$ cat src/rtl/pipe_addr_arb.sv
module pipe_addr_arb #(
  parameter int N   = 4,
  parameter int PW  = 2,
  parameter int TMO = 16
) (
  input  logic          clk,
  input  logic          rst_n,
  input  logic [N-1:0]  a_req,
  input  logic [N-1:0]  a_rnw,
  input  logic [N*PW-1:0] a_prio,
  output logic [N-1:0]  a_gnt,
  output logic          s_req,
  output logic          s_rnw,
  output logic [7:0]    s_mid,
  input  logic          s_ack,
  output logic          ack_valid,
  output logic [1:0]    ack_code,
  output logic [7:0]    ack_mid,
  input  logic          d_valid,
  input  logic          d_rnw,
  input  logic [7:0]    d_mid,
  input  logic          d_last,
  output logic          d_ack,
  output logic [7:0]    rd_pm,
  output logic [7:0]    rd_sm,
  output logic [7:0]    wr_pm,
  output logic [7:0]    wr_sm,
  output logic          ab_busy,
  output logic          rd_busy,
  output logic          wr_busy,
  output logic [1:0]    rd_vst,
  output logic [1:0]    wr_vst
);
  localparam int XW = (N > 1) ? $clog2(N) : 1;
  localparam logic [7:0] NONE = 8'hFF;
  localparam logic [1:0] STALL = 2'd2;

  logic [7:0]    pm [2];
  logic [7:0]    sm [2];
  logic [7:0]    pm_n [2];
  logic [7:0]    sm_n [2];
  logic [1:0]    vst [2];
  logic [1:0]    vst_n [2];
  logic [15:0]   cnt;
  logic [7:0]    cur_id;
  logic          cur_rnw;
  logic          win_ok;
  logic [XW-1:0] win;
  logic [PW-1:0] best;
  logic          gfire, done, tmo_hit, prim_slot;
  logic [1:0]    last;

  always_comb begin
    win_ok = 1'b0;
    win    = '0;
    best   = '0;
    for (int i = 0; i < N; i++)
      if (a_req[i] && vst[a_rnw[i]] != STALL &&
          (!win_ok || a_prio[i*PW +: PW] > best)) begin
        win_ok = 1'b1;
        win    = XW'(i);
        best   = a_prio[i*PW +: PW];
      end
  end

  assign gfire   = !ab_busy && win_ok;
  assign done    = ab_busy && s_ack;
  assign tmo_hit = ab_busy && !s_ack && cnt == 16'(TMO - 1);
  assign d_ack   = d_valid && d_mid != NONE && d_mid == pm[d_rnw];
  assign last[1] = d_ack && d_rnw && d_last;
  assign last[0] = d_ack && !d_rnw && d_last;
  assign prim_slot = (last[cur_rnw] ? sm[cur_rnw] : pm[cur_rnw]) == NONE;

  always_comb begin
    for (int d = 0; d < 2; d++) begin
      pm_n[d] = last[d] ? sm[d] : pm[d];
      sm_n[d] = last[d] ? NONE : sm[d];
      if (done && cur_rnw == 1'(d)) begin
        if (pm_n[d] == NONE) pm_n[d] = cur_id;
        else                 sm_n[d] = cur_id;
      end
      vst_n[d] = vst[d] + 2'(gfire && a_rnw[win] == 1'(d))
                        - 2'(last[d])
                        - 2'(tmo_hit && cur_rnw == 1'(d));
    end
  end

  always_ff @(posedge clk) begin
    if (!rst_n) begin
      ab_busy   <= 1'b0;
      cnt       <= '0;
      cur_id    <= NONE;
      cur_rnw   <= 1'b0;
      a_gnt     <= '0;
      ack_valid <= 1'b0;
      ack_code  <= 2'd0;
      ack_mid   <= NONE;
      for (int d = 0; d < 2; d++) begin
        pm[d]  <= NONE;
        sm[d]  <= NONE;
        vst[d] <= 2'd0;
      end
    end else begin
      a_gnt     <= '0;
      ack_valid <= 1'b0;
      ack_code  <= 2'd0;
      for (int d = 0; d < 2; d++) begin
        pm[d]  <= pm_n[d];
        sm[d]  <= sm_n[d];
        vst[d] <= vst_n[d];
      end
      if (gfire) begin
        ab_busy <= 1'b1;
        cnt     <= '0;
        cur_id  <= 8'(win);
        cur_rnw <= a_rnw[win];
        a_gnt   <= N'(1) << win;
      end else if (done || tmo_hit) begin
        ab_busy   <= 1'b0;
        ack_valid <= 1'b1;
        ack_code  <= done ? (prim_slot ? 2'd1 : 2'd2) : 2'd3;
        ack_mid   <= cur_id;
      end else if (ab_busy) begin
        cnt <= cnt + 16'd1;
      end
    end
  end

  assign s_req   = ab_busy;
  assign s_mid   = cur_id;
  assign s_rnw   = cur_rnw;
  assign rd_pm   = pm[1];
  assign rd_sm   = sm[1];
  assign wr_pm   = pm[0];
  assign wr_sm   = sm[0];
  assign rd_vst  = vst[1];
  assign wr_vst  = vst[0];
  assign rd_busy = pm[1] != NONE;
  assign wr_busy = pm[0] != NONE;
endmodule

$ cat config.mk
export PLATFORM = sky130hd
export DESIGN_NAME = pipe_addr_arb
export DESIGN_NICKNAME = d
export VERILOG_FILES = /design/src/rtl/pipe_addr_arb.sv
export SDC_FILE = /design/constraint.sdc
export NUM_CORES = 1
export LEC_CHECK = 0
export BUFFER_PORTS_ARGS = -buffer_cell sky130_fd_sc_hd__buf_2
export CAP_MARGIN = 30
export CORE_MARGIN = 2
export CORE_UTILIZATION = 40
export CTS_BUF_LIST = sky130_fd_sc_hd__clkbuf_8
export DETAILED_ROUTE_END_ITERATION = 8
export PLACE_DENSITY = 0.74
export SETUP_SLACK_MARGIN = 0.05
export SYNTH_ARGS = -nofsm -noshare
export SYNTH_HDL_FRONTEND = slang
export SYNTH_SLANG_ARGS = --single-unit
$ cat constraint.sdc
create_clock -name clk -period 17 [get_ports clk]
set_input_delay 2.55 -clock clk [delete_from_list [all_inputs] [get_ports clk]]
set_output_delay 2.55 -clock clk [all_outputs]
set_load 0.05 [all_outputs]
==> summary.md, run 1 <==
| Metric | Value |
|---|---|
| #FFs+latches synth | `68` |
| CP Launch Type | `input port` |
| Most numerous cell in the Yosys netlist | `dfxtp_1` |
| Num CTS Buffers | `9` |
| Worst endpoint required time | `between 15 and 20 ns` |
| Routability Congestion | `0.848` |
| Deepest clock path buffer count | `2` |
| Layout cells sized above 1 | `0.264` |
| Worst hold path type | `reg -> reg` |
| Slowest stage cell, crit path | `fa_1` |
| DRC violations left | `0` |
| Post-synth top area share | `0.387` |
| RSZ-0062 raised after global routing | `no` |
| End of the critical path | `vst[1][1]` |
| ANT nets after route | `0` |
| Setup bufs post-CTS | `0` |
| Relative slew slack | `0.425` |
| # resized after CTS | `0` |
| Outcome | `finished clean` |
| Final layout net count | `502` |
| PortBufs | `between 90 and 100` |
| Critical path type | `in -> reg` |
| Lkg Pwr | `between 0.0015 and 0.002 uW` |
| Leading area contributor after synthesis | `dfxtp_1` |
| Total core area | `8640 um^2` |
| Initial DRC count | `between 100 and 150` |
| Wl on met1 | `3.92 mm` |
| Dpl hpwl | `6.56 mm` |
| Starting Density | `0.407` |
| Initial antenna violation count | `0` |
| Synthesis warning total | `0` |
| Vias per cell | `5.36` |
| Syn-to-layout area delta | `19.8%` |
| Setup TNS Final | `0 ns` |
| Ports | `95` |
| Insertion delay to the later sink of the worst-skew pair | `0.36 ns` |
| Netlist cell types | `49` |
| Clock sinks | `68` |
| Vias in the first global route | `2930` |
| Dpl ws | `8.91 ns` |
| Final min period | `between 7 and 8 ns` |
| Met2 wire len | `4.29 mm` |
| Drt pass-1 iters | `4` |
| Register area share after synthesis | `0.387` |
| Worst R2R End | `vst[1][1]` |
| # H-tree levels | `3` |
| FP Rows | `34` |
| Ant diodes | `0` |
| Fmax | `0.130 GHz` |
| CP Max Fanout | `7` |
| Die footprint | `between 9000 and 10000 um^2` |
| Ys async rst share | `0` |
| Die Y | `97.7 um` |
| Gr usage total | `0.185` |
| Routed WL per cell | `roughly 15 um` |
| WL met3 | `316 um` |
| EDFF count, synth | `0` |
| Crit path DAT | `7.97 ns` |
| Most frequent CP cell | `ha_1` |
| CP Launch Point | `a_rnw[0]` |
| Most instantiated cells after synthesis | `dfxtp_1 (68), o21ai_1 (33), nor2_1 (31), mux2i_1 (27), nand2_1 (23)` |
| First-pass GRT wire length | `14.4 mm` |
| Setup ws final | `roughly 9.3 ns` |
| Via Count | `3075` |
| Slew @ Worst Pin | `0.856 ns` |
| Max VDD drop | `45.8 uV` |
| Netlist Area Pre-Place | `~3500 um^2` |
| Final-report setup violation count | `0` |
| Max-cap viol count | `0` |
| R2R setup slack | `11.09 ns` |
| Area contributors post-synth | `dfxtp_1 (39%), mux2i_1 (7.7%), o21ai_1 (4.7%), xnor2_1 (3.5%), nor2_1 (3.3%)` |
| WL final | `8.72 mm` |
| Average size of a mapped cell | `roughly 9 um^2` |
| Period utilisation layout | `0.454` |
| Cts-stage hold buffer count | `0` |
| Power density over the cells | `110 nW/um^2` |
| Layout Skew | `0.0109 ns` |
| Top_reg_cell synth | `dfxtp_1` |
| Clk slew on worst S/H paths | `0.07 ns` |
| Final count of hold timing violations | `0` |
| Root Buffer | `clkbuf_8` |
| Hold_ws | `a little under 0.5 ns` |
| Chip width | `97.7 um` |
| Post-synthesis net count | `425` |
| Worst Min Path Start | `ack_mid[1]` |
| R2r worst-path depth | `26` |
| CTS tree | `built` |
| Cells after synthesis | `384` |
| GRT overflow | `0` |
| CP Capture Type | `flip-flop` |
| Largest net degree at the start of global routing | `47` |
| Reg-to-Reg Start | `vst[0][0]` |
| Max Slew Vio Count | `0` |
| CP max stage delay | `around 0.53 ns` |
| DR top layer | `met4` |
registers in the layout (all words and copies together) (netlist names), named ones only:
register and count:
a_gnt 4, ab_busy 1, ack_code 2, ack_mid 3, ack_valid 1, cnt 16, pm 16, s_mid 3
s_rnw 1, sm 16, vst 4
power breakdown:
part	total [uW]	internal (uW)	switching [uW]
clock network	170	106	64.1
registers	181	168	13.2
logic	113	34.8	78.6
stage by stage:
| stage | utilization | cells | power [uW] | instance area, um^2 |
|---|---|---|---|---|
| floorplan | - | 384 | 272 | 3510 |
| detailed placement | 0.458 | 558 | 299 | 3950 |
| finish | 0.488 | 574 | 465 | 4210 |
| global route | 0.488 | 574 | 484 | 4210 |
| global placement | 0.458 | 558 | 296 | 3950 |
| CTS | 0.488 | 574 | 470 | 4210 |
worst max-delay path: cells and delay by family:
family	cells	cell delay (ns)
adders and majority gates	5	1.45
buffers and inverters	2	0.17
muxes	1	0.42
xor gates and xnor gates	2	0.25
AOI/OAI and AO/OA	10	2.06
and+or+nand+nor	7	1.07
cell usage in the layout (no fill, tap or decap), types with 5 or more instances in the layout:
cell type  synthesis  routed
a21oi_1            5       5
xnor2_1           14      14
clkbuf_8           0      11
nand3_1            9       9
nor3_1            13      13
o211ai_1           5       5
and4_1             5       5
o21ai_1           33      33
nor2_1            31      31
nand2_1           23      23
and2_1             9       9
xor2_1            13      13
buf_2              0      94
nand4_1           14      14
nor3b_1           14      14
inv_1              7       7
mux2i_1           27      27
ha_1               9       9
and3_1             5       5
dfxtp_1           68      68
metal layers:
layer,vias to the layer above,global-route usage
li1,1518,-
met3,12,0.0293
met5,-,0
met2,76,0.312
met1,1469,0.236
met4,0,0.0801
cells by family after synthesis:
logic type	Yosys count	share of synthesized area
xor gates and xnor gates	27	0.0673
AOI/OAI and AO/OA	68	0.126
buffers and inverters	36	0.0566
muxes	31	0.0929
adders and majority gates	11	0.0434
DFF	68	0.387
and+or+nand+nor	143	0.226
cell type report:
class,count,area (um^2)
clock inverters,5,108
fillers,839,4430
flip-flops and latches,68,1360
inverters,8,30.0
multi-input cells,280,1950
well taps,108,135
repair buffers,94,470
clock buffers,11,151
worst min path at each step:
stage,endpoint,depth (start not counted)
2_1_floorplan,cnt[1],2
3_3_place_gp,cnt[1],2
3_5_place_dp,ack_mid[1],2
4_1_cts,ack_mid[1],2
5_1_grt,ack_mid[0],2
6_report,ack_mid[1],2
No activity file was read; power rests on OpenSTA's default activity.
==> inputs of run 2 (changes only) <==
--- a/config.mk
+++ b/config.mk
@@ -5,6 +5,7 @@
 export SDC_FILE = /design/constraint.sdc
 export NUM_CORES = 1
 export LEC_CHECK = 0
+export ABC_AREA = 1
 export BUFFER_PORTS_ARGS = -buffer_cell sky130_fd_sc_hd__buf_2
 export CAP_MARGIN = 30
 export CORE_MARGIN = 2
==> constraint.sdc (replaced) <==
create_clock -name clk -period 6.8 [get_ports clk]
set_input_delay 1.02 -clock clk [delete_from_list [all_inputs] [get_ports clk]]
set_output_delay 1.02 -clock clk [all_outputs]
set_load 0.05 [all_outputs]
==> summary.md, run 2 <==
| Metric | Value |
|---|---|
| GRT overflow | `0 (unchanged)` |
| Layout Skew | `0.00600 ns (-0.00493 ns)` |
| Die Y | `106 um (+8.8%)` |
| Routed WL per cell | `12.3 um (-19%)` |
| Most frequent cells in the layout | `nand2_1 (231), inv_1 (94), buf_2 (94)` |
| # resized after CTS | `0 (unchanged)` |
| Clk slew on worst S/H paths | `0.07 ns (about the same)` |
| Dpl ws | `1.03 ns (-7.88 ns)` |
| Max Slew Vio Count | `0 (unchanged)` |
| Top flop regs | `cnt x16, pm x16, sm x16` |
| #FFs+latches synth | `68 (unchanged)` |
| Post-synth top area share | `0.325 (-0.0624)` |
| Most frequent CP cell | `o21ai_0` |
| Clock sinks | `68 (unchanged)` |
| Cells after synthesis | `658 (+71%)` |
| CTS tree | `built` |
| Final layout net count | `782 (+56%)` |
| FP Rows | `37 (+8.8%)` |
| Post-synthesis net count | `699 (+64%)` |
| Gr usage total | `0.198 (+0.0123)` |
| Netlist Area Pre-Place | `4190 um^2 (+19%)` |
| Die footprint | `11300 um^2 (+18%)` |
| Worst hold path type | `reg -> reg` |
| Synthesis warning total | `0 (unchanged)` |
| WL final | `10.9 mm (+25%)` |
| Num CTS Buffers | `9 (unchanged)` |
| Routability Congestion | `0.883 (+4.1%)` |
| Final min period | `roughly 5.4 ns` |
| Max-cap viol count | `0 (unchanged)` |
| Design area | `4930 um^2 (+17%)` |
| Insertion delay to the later sink of the worst-skew pair | `0.35 ns (about the same)` |
| Root Buffer | `clkbuf_8` |
| PortBufs | `94 (unchanged)` |
| Final-report setup violation count | `0 (unchanged)` |
| Deepest clock path buffer count | `2 (unchanged)` |
| Chip width | `106 um (+8.8%)` |
| Vias in the first global route | `3855 (+32%)` |
| Leading area contributor after synthesis | `dfxtp_1` |
| CP Max Fanout | `6 (-1)` |
| Outcome | `finished clean` |
| Critical path type | `in -> reg` |
| Syn-to-layout area delta | `17.6%` |
| Period utilisation layout | `0.794` |
| Initial DRC count | `231 (+63%)` |
| Via Count | `4288 (+39%)` |
| Register area share after synthesis | `0.325 (-0.0624)` |
| Met2 wire len | `5.18 mm (+21%)` |
| Total core area | `10200 um^2 (+18%)` |
| Slew @ Worst Pin | `0.749 ns (-0.107 ns)` |
| Area contributors post-synth | `dfxtp_1 (32%), nand2_1 (21%), inv_1 (8.3%), nand3_1 (6.7%), nand4_1 (3.7%)` |
| CP Launch Type | `input port` |
| CP max stage delay | `0.49 ns (-0.04 ns)` |
| R2R setup slack | `1.75 ns (-9.34 ns)` |
| Average size of a mapped cell | `6.37 um^2 (-30%)` |
| Wl on met1 | `4.97 mm (+27%)` |
| ANT nets after route | `0 (unchanged)` |
| Crit path DAT | `5.68 ns (-2.29 ns)` |
| Most numerous cell in the Yosys netlist | `nand2_1` |
| Ports | `95 (unchanged)` |
| Max VDD drop | `209 uV (+360%)` |
| Final count of hold timing violations | `0 (unchanged)` |
| Worst endpoint required time | `7.08 ns (-10.17 ns)` |
| First-pass GRT wire length | `18.3 mm (+28%)` |
| RSZ-0062 raised after global routing | `no` |
| Power density over the cells | `329 nW/um^2 (+200%)` |
| Setup bufs post-CTS | `0 (unchanged)` |
| Core occupancy in the finished layout | `0.482 (-0.00594)` |
| Dpl hpwl | `8.08 mm (+23%)` |
| Slowest stage cell, crit path | `fa_1` |
| Starting Density | `0.409 (+0.00246)` |
| Initial antenna violation count | `0 (unchanged)` |
| Fmax | `between 0.15 and 0.2 GHz` |
| Placed Area | `4690 um^2 (+19%)` |
| Ys async rst share | `0 (unchanged)` |
| Most instantiated cells after synthesis | `nand2_1 (231), inv_1 (93), dfxtp_1 (68), nand3_1 (56), nor2_1 (41)` |
| Relative slew slack | `0.501 (+0.0759)` |
| Drt pass-1 iters | `5 (+1)` |
| Vias per cell | `4.86 (-9.2%)` |
| Top_reg_cell synth | `dfxtp_1` |
| Most common cell after layout, fill and taps aside | `nand2_1` |
| Netlist cell types | `37 (-24%)` |
| Cts-stage hold buffer count | `0 (unchanged)` |
| DR top layer | `met4` |
| CP Capture Type | `flip-flop` |
| # H-tree levels | `3 (unchanged)` |
| DRC violations left | `0 (unchanged)` |
| EDFF count, synth | `0 (unchanged)` |
| WL met3 | `638 um (+100%)` |
| Ant diodes | `0 (unchanged)` |
| Setup TNS Final | `0 ns (unchanged)` |
| Layout cells sized above 1 | `0.181 (-0.0830)` |
| Largest net degree at the start of global routing | `41 (-13%)` |
| Lkg Pwr | `0.00280 uW (+66%)` |
| Setup ws final | `1.40 ns (-7.88 ns)` |
[run 2: cell count changes after synthesis, moves of 14 or more]
cell / change
nand2_1: +208
inv_1: +86
nand3_1: +47
o21ai_1: -33
mux2i_1: -27
o21ai_0: +23
a21oi_1: +14
nor3b_1: -14
[run 2: area by class of cell]
| class | instances | area, um^2 |
|---|---|---|
| Timing Repair Buffer | 94 | 470 |
| Inverter | 95 | 357 |
| Tap cell | 136 | 170 |
| Fill cell | 1053 | 5300 |
| Clock buffer | 9 | 124 |
| Clock inverter | 7 | 115 |
| Multi-Input combinational cell | 473 | 2330 |
| Sequential cell | 68 | 1360 |
[run 2: worst paths after layout]
check	cells past startpoint	end	startpoint
setup / recovery	36	vst[1][1]	a_rnw[0]
hold / removal	2	cnt[13]	cnt[13]
setup reg to reg	35	vst[1][1]	vst[1][0]
hold reg to reg	2	cnt[13]	cnt[13]
[run 2: kinds of logic (layout without fill, tap and decap cells)]
logic type,count (synthesis),count (layout),share of synthesized area
AND/OR/NAND/NOR,396,396,0.425
buffers and inverters,117,205,0.119
flip-flops,68,68,0.325
AO/OA/AOI/OAI,53,53,0.0672
XOR/XNOR,13,13,0.0272
adder cells (fa/ha/maj),11,11,0.0364
[run 2: power by group]
group          internal (uW)  leakage [uW]  total (uW)  switching [uW]
Clock                    243      0.000121         400             157
Combinational            178       0.00212         714             535
Sequential               449      0.000554         508            59.1
[run 2: layer usage]
metal / up-vias / GRT usage
li1: 2243 / -
met2: 132 / 0.334
met1: 1901 / 0.261
met5: - / 0
met3: 12 / 0.0368
met4: 0 / 0.0442
[run 2: worst max-delay path: cells and delay by family]
kind            cells  cell delay (ns)
buf+inv             8             0.61
xor+xnor            1             0.16
simple gates       11             0.85
fa+ha+maj           5             1.54
compound gates     11             1.50
[run 2: through the flow]
stage               power [uW]  instances  hold WS, ns
floorplan                 1070        658        0.450
global placement          1220        866        0.461
detailed placement        1230        866        0.459
CTS                       1630        882        0.482
global route              1720        882        0.504
finish                    1620        882        0.481
==> inputs of run 3 (changes only) <==
--- a/config.mk
+++ b/config.mk
@@ -5,7 +5,7 @@
 export SDC_FILE = /design/constraint.sdc
 export NUM_CORES = 1
 export LEC_CHECK = 0
-export ABC_AREA = 1
+export ABC_AREA = 0
 export BUFFER_PORTS_ARGS = -buffer_cell sky130_fd_sc_hd__buf_2
 export CAP_MARGIN = 30
 export CORE_MARGIN = 2
==> constraint.sdc (replaced) <==
create_clock -name clk -period 5.4 [get_ports clk]
set_input_delay 0.81 -clock clk [delete_from_list [all_inputs] [get_ports clk]]
set_output_delay 0.81 -clock clk [all_outputs]
set_load 0.05 [all_outputs]
==> summary.md, run 3 (same netlist as run 1, synthesis figures left out) <==
| Metric | Value |
|---|---|
| Met1 Use GR | `0.246 (-0.0152)` |
| # H-tree levels | `3 (unchanged)` |
| PortBufs | `94 (unchanged)` |
| Largest net degree at the start of global routing | `47 (+15%)` |
| Cts-stage hold buffer count | `0 (unchanged)` |
| NetSw | `518 uW (-31%)` |
| Power density over the cells | `341 nW/um^2 (+3.5%)` |
| Max-cap viol count | `0 (unchanged)` |
| Gr usage total | `0.187 (-0.0108)` |
| Layout Skew | `0.00909 ns (+0.00309 ns)` |
| Max VDD drop | `167 uV (-20%)` |
| Crit path DAT | `5.56 ns (-0.12 ns)` |
| Outcome | `finished clean` |
| Insertion delay to the later sink of the worst-skew pair | `0.35 ns (about the same)` |
| Syn-to-layout area delta | `27.5%` |
| Initial DRC count | `208 (-10%)` |
| Die Y | `97.7 um (-8.1%)` |
| Reg-to-Reg Start | `vst[1][0]` |
| Total core area | `8640 um^2 (-16%)` |
| WHS Endpoint | `ack_mid[1]` |
| Final layout net count | `517 (-34%)` |
| Ports | `95 (unchanged)` |
| Starting Density | `0.407 (-0.00246)` |
| Worst endpoint required time | `5.64 ns (-1.44 ns)` |
| FP Rows | `34 (-8.1%)` |
| WL final | `9.10 mm (-16%)` |
| First-pass GRT wire length | `14.6 mm (-20%)` |
| Comb pwr share | `0.286 (-0.154)` |
| R2R setup slack | `0.14 ns (-1.61 ns)` |
| Num CTS Buffers | `9 (unchanged)` |
| Slew @ Worst Pin | `0.854 ns (+0.105 ns)` |
| Register Area | `1360 um^2 (+0.18%)` |
| Die footprint | `9550 um^2 (-16%)` |
| Final-report setup violation count | `0 (unchanged)` |
| R2r worst-path depth | `27 (-23%)` |
| CP Launch Type | `input port` |
| Most common cell after layout, fill and taps aside | `buf_2` |
| Root Buffer | `clkbuf_8` |
| Routed WL per cell | `15.5 um (+25%)` |
| ANT nets after route | `0 (unchanged)` |
| Vias in the first global route | `3001 (-22%)` |
| Vias per cell | `5.38 (+11%)` |
| Sw frac | `0.340 (-0.124)` |
| Final count of hold timing violations | `0 (unchanged)` |
| Combined area of the multi-input logic cells | `2110 um^2 (-9.3%)` |
| Ant diodes | `0 (unchanged)` |
| DRC violations left | `0 (unchanged)` |
| Critical path type | `in -> reg` |
| Most frequent cells in the layout | `buf_2 (93), dfxtp_1 (66), o21ai_1 (34)` |
| Peak-usage layer in the global routing report | `met2` |
| Max Slew Vio Count | `0 (unchanged)` |
| Relative slew slack | `0.427 (-0.0743)` |
| Drt pass-1 iters | `5 (unchanged)` |
| CP Max Fanout | `5 (-1)` |
| Chip width | `97.7 um (-8.1%)` |
| CTS tree | `built` |
| CP Launch Point | `a_rnw[0]` |
| Worst Min Path Start | `ack_mid[1]` |
| Clock sinks | `68 (unchanged)` |
| Layout cells sized above 1 | `0.343 (+0.162)` |
| Setup TNS Final | `0 ns (unchanged)` |
| Initial antenna violation count | `0 (unchanged)` |
| CP Capture Type | `flip-flop` |
| Clock Power Share | `0.339 (+0.092)` |
| Deepest clock path buffer count | `2 (unchanged)` |
| Grt met2 use | `0.300 (-0.0341)` |
| GRT overflow | `0 (unchanged)` |
| Clk slew on worst S/H paths | `0.08 ns (about the same)` |
| RSZ-0062 raised after global routing | `yes` |
| Routing usage on met3 | `0.0351 (-0.00171)` |
| Final min period | `about 5.3 ns` |
| Top flop regs | `cnt x16, pm x16, sm x16` |
| Fmax | `0.188 GHz` |
| Worst R2R End | `vst[1][1]` |
| Dpl hpwl | `6.56 mm (-19%)` |
| Int Pwr | `1010 uW (+16%)` |
| Period utilisation layout | `0.986` |
| Routability Congestion | `0.871 (-1.4%)` |
| Tot Pwr | `1530 uW (-5.9%)` |
| Lkg Pwr | `0.00179 uW (-36%)` |
| Sequential share of power | `0.375 (+0.062)` |
| Worst hold path type | `reg -> reg` |
| Via Count | `3171 (-26%)` |
| Fill cells | `777 (-26%)` |
| Hold depth | `2 (unchanged)` |
-- run 3: changes by cell type in the layout (fill, tap and decap cells not counted), moves of 6 or more --
| cell | change |
|---|---|
| inv_1 | -87 |
| mux2i_1 | +27 |
| nand3_1 | -47 |
| a21oi_1 | -18 |
| o21ai_0 | -26 |
| nor3b_1 | +14 |
| o21ai_1 | +34 |
| xnor2_1 | +10 |
| buf_4 | +15 |
| nor2_1 | -12 |
| nand4_1 | -11 |
| and2_1 | +6 |
| nand2_1 | -209 |
-- run 3: final cells by class --
class,instances,share of cell area
multi-input combinational,280,0.472
sequential,68,0.304
timing repair buffer,109,0.132
clock buffer,10,0.0307
tap,108,0.0302
clock inverter,6,0.0249
inverter,8,0.00670
-- run 3: metal layers --
metal / part of all wire / wire, um
met1: 0.45 / 4120
met2: 0.48 / 4400
met3: 0.041 / 372
met4: 0.023 / 213
met5: 0 / 0
-- run 3: repair_timing --
item,in CTS,in global routing
pin swaps,1,17
setup buffers,2,3
setup endpoints to repair,1,3
endpoints found under the hold margin,0,0
gates resized for setup,1,27
-- run 3: worst max path at each step --
stage          depth (start not counted)   endpoint  slack (ns)
2_1_floorplan                         27  vst[1][1]       -0.03
3_3_place_gp                          27  vst[0][1]       -0.01
3_5_place_dp                          27  vst[0][1]       -0.30
4_1_cts                               28  vst[1][1]        0.07
5_1_grt                               29  vst[1][1]       -0.24
6_report                              28  vst[1][1]        0.08
-- run 3: critical path: stages --
cell and delay, ns:
buf_6 0.09, nand3b_1 0.09, o211a_1 0.20, nand2_2 0.09
ha_4 0.27, nor2b_4 0.13, o21ai_2 0.08, a21oi_4 0.22
mux2_4 0.35, ha_4 0.17, nor2b_4 0.10, a2bb2oi_2 0.17
a21oi_2 0.06, or2_4 0.30, nor2_2 0.10, a21o_1 0.13
ha_4 0.22, nor2b_4 0.12, o21ai_2 0.14, a21oi_2 0.09
a211oi_2 0.32, o21ai_1 0.15, fa_1 0.52, inv_1 0.04
ha_2 0.18, xnor2_2 0.14, xnor2_1 0.12, and2_1 0.15
-- run 3: per-stage QoR --
| stage | utilization | instance area, um^2 | hold WS (ns) | std cells | worst slack [ns] |
|---|---|---|---|---|---|
| 3_5_place_dp | 0.469 | 4050 | 0.459 | 568 | -0.301 |
| 5_1_grt | 0.519 | 4480 | 0.512 | 589 | -0.238 |
| 6_report | 0.519 | 4480 | 0.474 | 589 | 0.0780 |
| 3_3_place_gp | 0.469 | 4050 | 0.459 | 568 | -0.0144 |
| 2_1_floorplan | - | 3550 | 0.449 | 384 | -0.0288 |
| 4_1_cts | 0.500 | 4320 | 0.479 | 586 | 0.0656 |
-- run 3: power groups by stage --
| stage | Sequential [uW] | Clock, uW | Combinational (uW) |
|---|---|---|---|
| after detailed placement | 581 | 0 | 386 |
| after global placement | 581 | 0 | 374 |
| after floorplan | 654 | 0 | 213 |
| after global routing | 576 | 546 | 467 |
| final | 572 | 517 | 437 |
| after CTS | 570 | 523 | 392 |
